===== src/rtl/strb_pkg.sv =====
package strb_pkg;
    typedef enum logic [1:0] {
        ST_IDLE   = 2'd0,
        ST_LEAD   = 2'd1,
        ST_ACTIVE = 2'd2
    } seq_state_t;
endpackage


===== src/rtl/strb_factor_reg.sv =====
module strb_factor_reg #(
    parameter int FACT_W  = 4,
    parameter int RST_VAL = 1
) (
    input  logic              clk,
    input  logic              rst_n,
    input  logic              wr_en,
    input  logic [FACT_W-1:0] wr_val,
    output logic [FACT_W-1:0] eff
);
    logic [FACT_W-1:0] q;

    always_ff @(posedge clk or negedge rst_n) begin
        if (!rst_n)
            q <= FACT_W'(RST_VAL);
        else if (wr_en)
            q <= wr_val;
    end

    // zero is clamped to the shortest legal stretch
    always_comb eff = (q == '0) ? FACT_W'(1) : q;
endmodule


===== src/rtl/strb_phase_cnt.sv =====
module strb_phase_cnt #(
    parameter int FACT_W = 4
) (
    input  logic              clk,
    input  logic              rst_n,
    input  logic              load,
    input  logic [FACT_W-1:0] len,
    output logic              last
);
    logic [FACT_W-1:0] cnt;

    always_ff @(posedge clk or negedge rst_n) begin
        if (!rst_n)
            cnt <= '0;
        else if (load)
            cnt <= len - FACT_W'(1);
        else if (cnt != '0)
            cnt <= cnt - FACT_W'(1);
    end

    always_comb last = (cnt == '0);
endmodule


===== src/rtl/strb_hold.sv =====
module strb_hold #(
    parameter int ADDR_W = 16,
    parameter int DATA_W = 16
) (
    input  logic              clk,
    input  logic              rst_n,
    input  logic              take,
    input  logic              req_write,
    input  logic [ADDR_W-1:0] req_addr,
    input  logic [DATA_W-1:0] req_wdata,
    input  logic              cap,
    input  logic [DATA_W-1:0] per_rdata,
    output logic              per_write,
    output logic [ADDR_W-1:0] per_addr,
    output logic [DATA_W-1:0] per_wdata,
    output logic [DATA_W-1:0] rdata
);
    always_ff @(posedge clk or negedge rst_n) begin
        if (!rst_n) begin
            per_write <= 1'b0;
            per_addr  <= '0;
            per_wdata <= '0;
        end else if (take) begin
            per_write <= req_write;
            per_addr  <= req_addr;
            per_wdata <= req_wdata;
        end
    end

    always_ff @(posedge clk or negedge rst_n) begin
        if (!rst_n)
            rdata <= '0;
        else if (cap)
            rdata <= per_rdata;
    end
endmodule


===== src/rtl/strobe_stretcher.sv =====
module strobe_stretcher
    import strb_pkg::*;
#(
    parameter int ADDR_W     = 16,
    parameter int DATA_W     = 16,
    parameter int FACT_W     = 4,
    parameter int RST_FACTOR = 1
) (
    input  logic              clk,
    input  logic              rst_n,
    input  logic              cfg_we,
    input  logic [FACT_W-1:0] cfg_factor,
    input  logic              req_valid,
    input  logic              req_write,
    input  logic [ADDR_W-1:0] req_addr,
    input  logic [DATA_W-1:0] req_wdata,
    output logic              busy,
    output logic              done,
    output logic [DATA_W-1:0] rdata,
    output logic              per_strobe_n,
    output logic              per_write,
    output logic [ADDR_W-1:0] per_addr,
    output logic [DATA_W-1:0] per_wdata,
    input  logic [DATA_W-1:0] per_rdata
);
    seq_state_t        state, state_d;
    logic [FACT_W-1:0] fac_eff;
    logic [FACT_W-1:0] len_q;
    logic [FACT_W-1:0] load_len;
    logic              cnt_last;
    logic              accept;
    logic              t_assert;
    logic              t_release;
    logic              cnt_load;
    logic              done_q;

    strb_factor_reg #(.FACT_W(FACT_W), .RST_VAL(RST_FACTOR)) u_fac (
        .clk    (clk),
        .rst_n  (rst_n),
        .wr_en  (cfg_we),
        .wr_val (cfg_factor),
        .eff    (fac_eff)
    );

    always_comb begin
        accept    = req_valid && (state == ST_IDLE);
        t_assert  = (state == ST_LEAD) && cnt_last;
        t_release = (state == ST_ACTIVE) && cnt_last;
        cnt_load  = accept || t_assert;
        load_len  = accept ? fac_eff : len_q;
    end

    strb_phase_cnt #(.FACT_W(FACT_W)) u_cnt (
        .clk   (clk),
        .rst_n (rst_n),
        .load  (cnt_load),
        .len   (load_len),
        .last  (cnt_last)
    );

    strb_hold #(.ADDR_W(ADDR_W), .DATA_W(DATA_W)) u_hold (
        .clk       (clk),
        .rst_n     (rst_n),
        .take      (accept),
        .req_write (req_write),
        .req_addr  (req_addr),
        .req_wdata (req_wdata),
        .cap       (t_release),
        .per_rdata (per_rdata),
        .per_write (per_write),
        .per_addr  (per_addr),
        .per_wdata (per_wdata),
        .rdata     (rdata)
    );

    always_comb begin
        state_d = state;
        unique case (state)
            ST_IDLE:   if (accept)    state_d = ST_LEAD;
            ST_LEAD:   if (t_assert)  state_d = ST_ACTIVE;
            ST_ACTIVE: if (t_release) state_d = ST_IDLE;
            default:                  state_d = ST_IDLE;
        endcase
    end

    always_ff @(posedge clk or negedge rst_n) begin
        if (!rst_n) begin
            state  <= ST_IDLE;
            len_q  <= FACT_W'(1);
            done_q <= 1'b0;
        end else begin
            state  <= state_d;
            done_q <= t_release;
            if (accept)
                len_q <= fac_eff;
        end
    end

    always_comb begin
        busy         = (state != ST_IDLE);
        per_strobe_n = (state != ST_ACTIVE);
        done         = done_q;
    end
endmodule


===== config.mk =====
export PLATFORM = sky130hd
export DESIGN_NAME = strobe_stretcher
export DESIGN_NICKNAME = d
export VERILOG_FILES = /design/src/rtl/strb_pkg.sv /design/src/rtl/strb_factor_reg.sv /design/src/rtl/strb_phase_cnt.sv /design/src/rtl/strb_hold.sv /design/src/rtl/strobe_stretcher.sv
export SDC_FILE = /design/constraint.sdc
export NUM_CORES = 1
export LEC_CHECK = 0
export ABC_AREA = 1
export BUFFER_PORTS_ARGS = -buffer_cell sky130_fd_sc_hd__buf_4
export CORE_AREA = 2 2 74 76
export CTS_CLUSTER_DIAMETER = 100
export DETAILED_ROUTE_END_ITERATION = 8
export DIE_AREA = 0 0 76 78
export GPL_ROUTABILITY_DRIVEN = 0
export GPL_TIMING_DRIVEN = 0
export PLACE_DENSITY = 0.9
export SLEW_MARGIN = 20
export SYNTH_ARGS = -nofsm -noshare
export SYNTH_HDL_FRONTEND = slang
export SYNTH_SLANG_ARGS = --single-unit

===== constraint.sdc =====
create_clock -name clk -period 2.6 [get_ports clk]
set_input_delay 0.52 -clock clk [delete_from_list [all_inputs] [get_ports clk]]
set_output_delay 0.52 -clock clk [all_outputs]
set_load 0.005 [all_outputs]

==> run summary <==
Outcome: finished, final reports clean
Leakage power: 2.07 nW
Share of cells above drive strength 1: 34.8%
Filler cells: 394
DRT iter0 DRCs: 109
Post-DRT Antenna Nets: 0
PD cells: 1080 nW/um^2
Clk_lat worst skew: 0.33 ns
Post-CTS Resized: 0
# nets final: 470
Initial antenna violation count: 0
CTS buffer count: 9
Vias in the first global route: 2203
Least-Margin Pin Slew: 0.770 ns
Post-synthesis net count: 351
Cell family with most CP delay: simple AND/OR/NAND/NOR gates
Placed cells: 471
Initial Utilization: 50.9%
RSZ-0062 raised after global routing: false
Synthesis Warnings: 0
Die height: 78 um
Hold_buf cts: 0
Cell taking the most area after synthesis: dfrtp_1
Max Clock Skew: 0.0100 ns
Clock Sinks: 64
Worst EP arrival: 1.96 ns
Maximum vdd drop: 0.664 mV
GRT overflow: 0
First-pass DRT Iterations: 5
Critical Path Sink Type: flip-flop
Crit start category: flip-flop
CTS clock-pin slew for the worst setup and hold paths: 0.07 ns
Post-Syn Instances: 293
Final setup viols: 0
Cell Chain, Critical Path: nor2_4 > nand2_4 > buf_6 > nand2_1 > nand3_2 > nand2_2 > ha_1 > or2_1 > inv_1
TritonCTS clock tree: built
Final WL: 5.76 mm
Final Max Slew Viols: 0
ANT cells: 0
Final setup TNS: 0 ns
Final period util: 65.1%
DR WL/cell: 11.8 um
Clk buf depth: 2
GRT Overall Usage: 20.7%
I/O pins: 109
DP HPWL: 4.25 mm
Type of the worst setup path: flip-flop to flip-flop
Worst min-delay path class: primary input to async pin
Post-synth top area share: 60.4%
Largest net degree at the start of global routing: 65
Core area: 5040 um^2
Post-Syn Area: 2570 um^2
IO buf count: 108
Ranking of synthesized cells by area: dfrtp_1 60%, nand2_1 25%, dfstp_2 2.0%
Fin util: 72.0%
Setup repair bufs after CTS: 0
Routed via count: 2236
WP buf/inv: 2
Slowest Stage Delay on Critical Path: 0.41 ns
Full die area: 5930 um^2
Crit path time final: 1.69 ns
CP max FO: 10
Die Span X: 76 um
DRC viols: 0
Register bit total from synthesis: 64
Final hold vios: 0
Critical Path Slowest Stage Cell: dfrtp_1
First-pass GRT wire length: 9.69 mm
Via density per instance: 4.59
Layout Cells excl Fill: 487
Mapped Avg Cell Area: 8.77 um^2
Slew headroom: 48.7%
Max Freq: 591 MHz
Layout Area Growth over Synthesis: 41.4%
Critical path data required time: 2.87 ns
Row count: 26
H-tree levels: 3
Clk Tree Root Cell: clkbuf_8
Distinct cells, synth: 20
Sequential area share after synthesis: 62.4%
Max-Cap Viols: 0
==> registers in the layout, indices dropped and copies added, names as in the netlist <==
| register | flops |
|---|---|
| done | 1 |
| len_q | 4 |
| state | 2 |
| u_cnt.cnt | 4 |
| u_fac.q | 4 |
| u_hold.per_addr | 16 |
| u_hold.per_wdata | 16 |
| u_hold.per_write | 1 |
| u_hold.rdata | 16 |
==> layout by cell type, fill, tap and decap left out, types with 3 or more instances in the layout <==
cell type	synthesis	layout
a21oi_1	3	3
buf_4	1	109
clkbuf_8	0	9
nor2_1	5	5
clkinv_2	0	4
nand2_1	173	173
nand3_1	6	6
o21ai_0	6	6
inv_1	13	13
buf_2	6	6
dfrtp_1	62	62
inv_2	3	3
==> worst register-to-register path, stage by stage, from the launching register on <==
cell	delay, ns
dfrtp_1	0.41
nor2_4	0.17
nand2_4	0.11
buf_6	0.16
nand2_1	0.09
nand3_2	0.10
nand2_2	0.09
ha_1	0.24
or2_1	0.22
inv_1	0.05
==> where the power goes <==
part,internal (mW),switching [mW]
logic,0.794,0.782
registers,1.42,0.231
clock network,0.340,0.366
total,2.55,1.38
==> cells in the mapped netlist (all sizes together) <==
library cell  number
nand2            176
nand3              8
dfrtp             62
ha                 1
a21oi              3
buf                9
dfstp              2
nor2               8
inv               16
or2                1
o21ai              7
==> layout make-up <==
type | instances | area, um^2 | area share, %
Buffer | 9 | 60.1 | 1.65
Inverter | 16 | 60.1 | 1.65
Clock inverter | 6 | 36.3 | 0.999
Sequential cell | 64 | 1600 | 44.2
Tap cell | 70 | 87.6 | 2.41
Timing Repair Buffer | 108 | 811 | 22.3
Multi-Input combinational cell | 204 | 845 | 23.3
Clock buffer | 10 | 128 | 3.51
==> layer usage <==
metal  wire length [um]  vias up  global-route usage (%)  part of all wire [%]
li1                   -     1119                       -                     -
met1               2520     1014                    25.7                    44
met2               2710       96                    34.0                    47
met3                440        7                    5.35                   7.6
met4                 87        0                    9.82                   1.5
met5                  0        -                       0                     0
==> through the flow <==
step	setup slack (ns)	instance area [um^2]	total power, mW	hold slack [ns]
global placement	0.848	3470	3.17	0.457
finish	0.907	3630	3.93	0.277
detailed placement	0.800	3470	3.25	0.461
global route	0.771	3630	4.25	0.339
floorplan	1.04	2570	2.43	0.224
CTS	0.892	3630	3.98	0.290
==> final timing paths <==
path	from	end	slack [ns]	cells after the start
max	state[0]	u_cnt.cnt[1]	0.91	9
min	rst_n	u_hold.per_wdata[7]	0.28	1
max reg2reg	state[0]	u_cnt.cnt[1]	0.91	9
min reg2reg	u_hold.rdata[9]	u_hold.rdata[9]	0.47	2
max in group asynchronous	rst_n	u_hold.rdata[1]	1.83	1
min in group clk	req_addr[6]	u_hold.per_addr[6]	0.38	3
==> cell families (layout without fill, tap and decap cells) <==
kind of cell,count (synthesis),in the layout,synth area share (%)
AO/OA/AOI/OAI,10,10,1.95
AND/OR/NAND/NOR,193,193,30.4
flip-flops,64,64,62.4
buffers and inverters,25,149,4.68
adder cells (fa/ha/maj),1,1,0.487
Power figures use the tool's default switching activity.
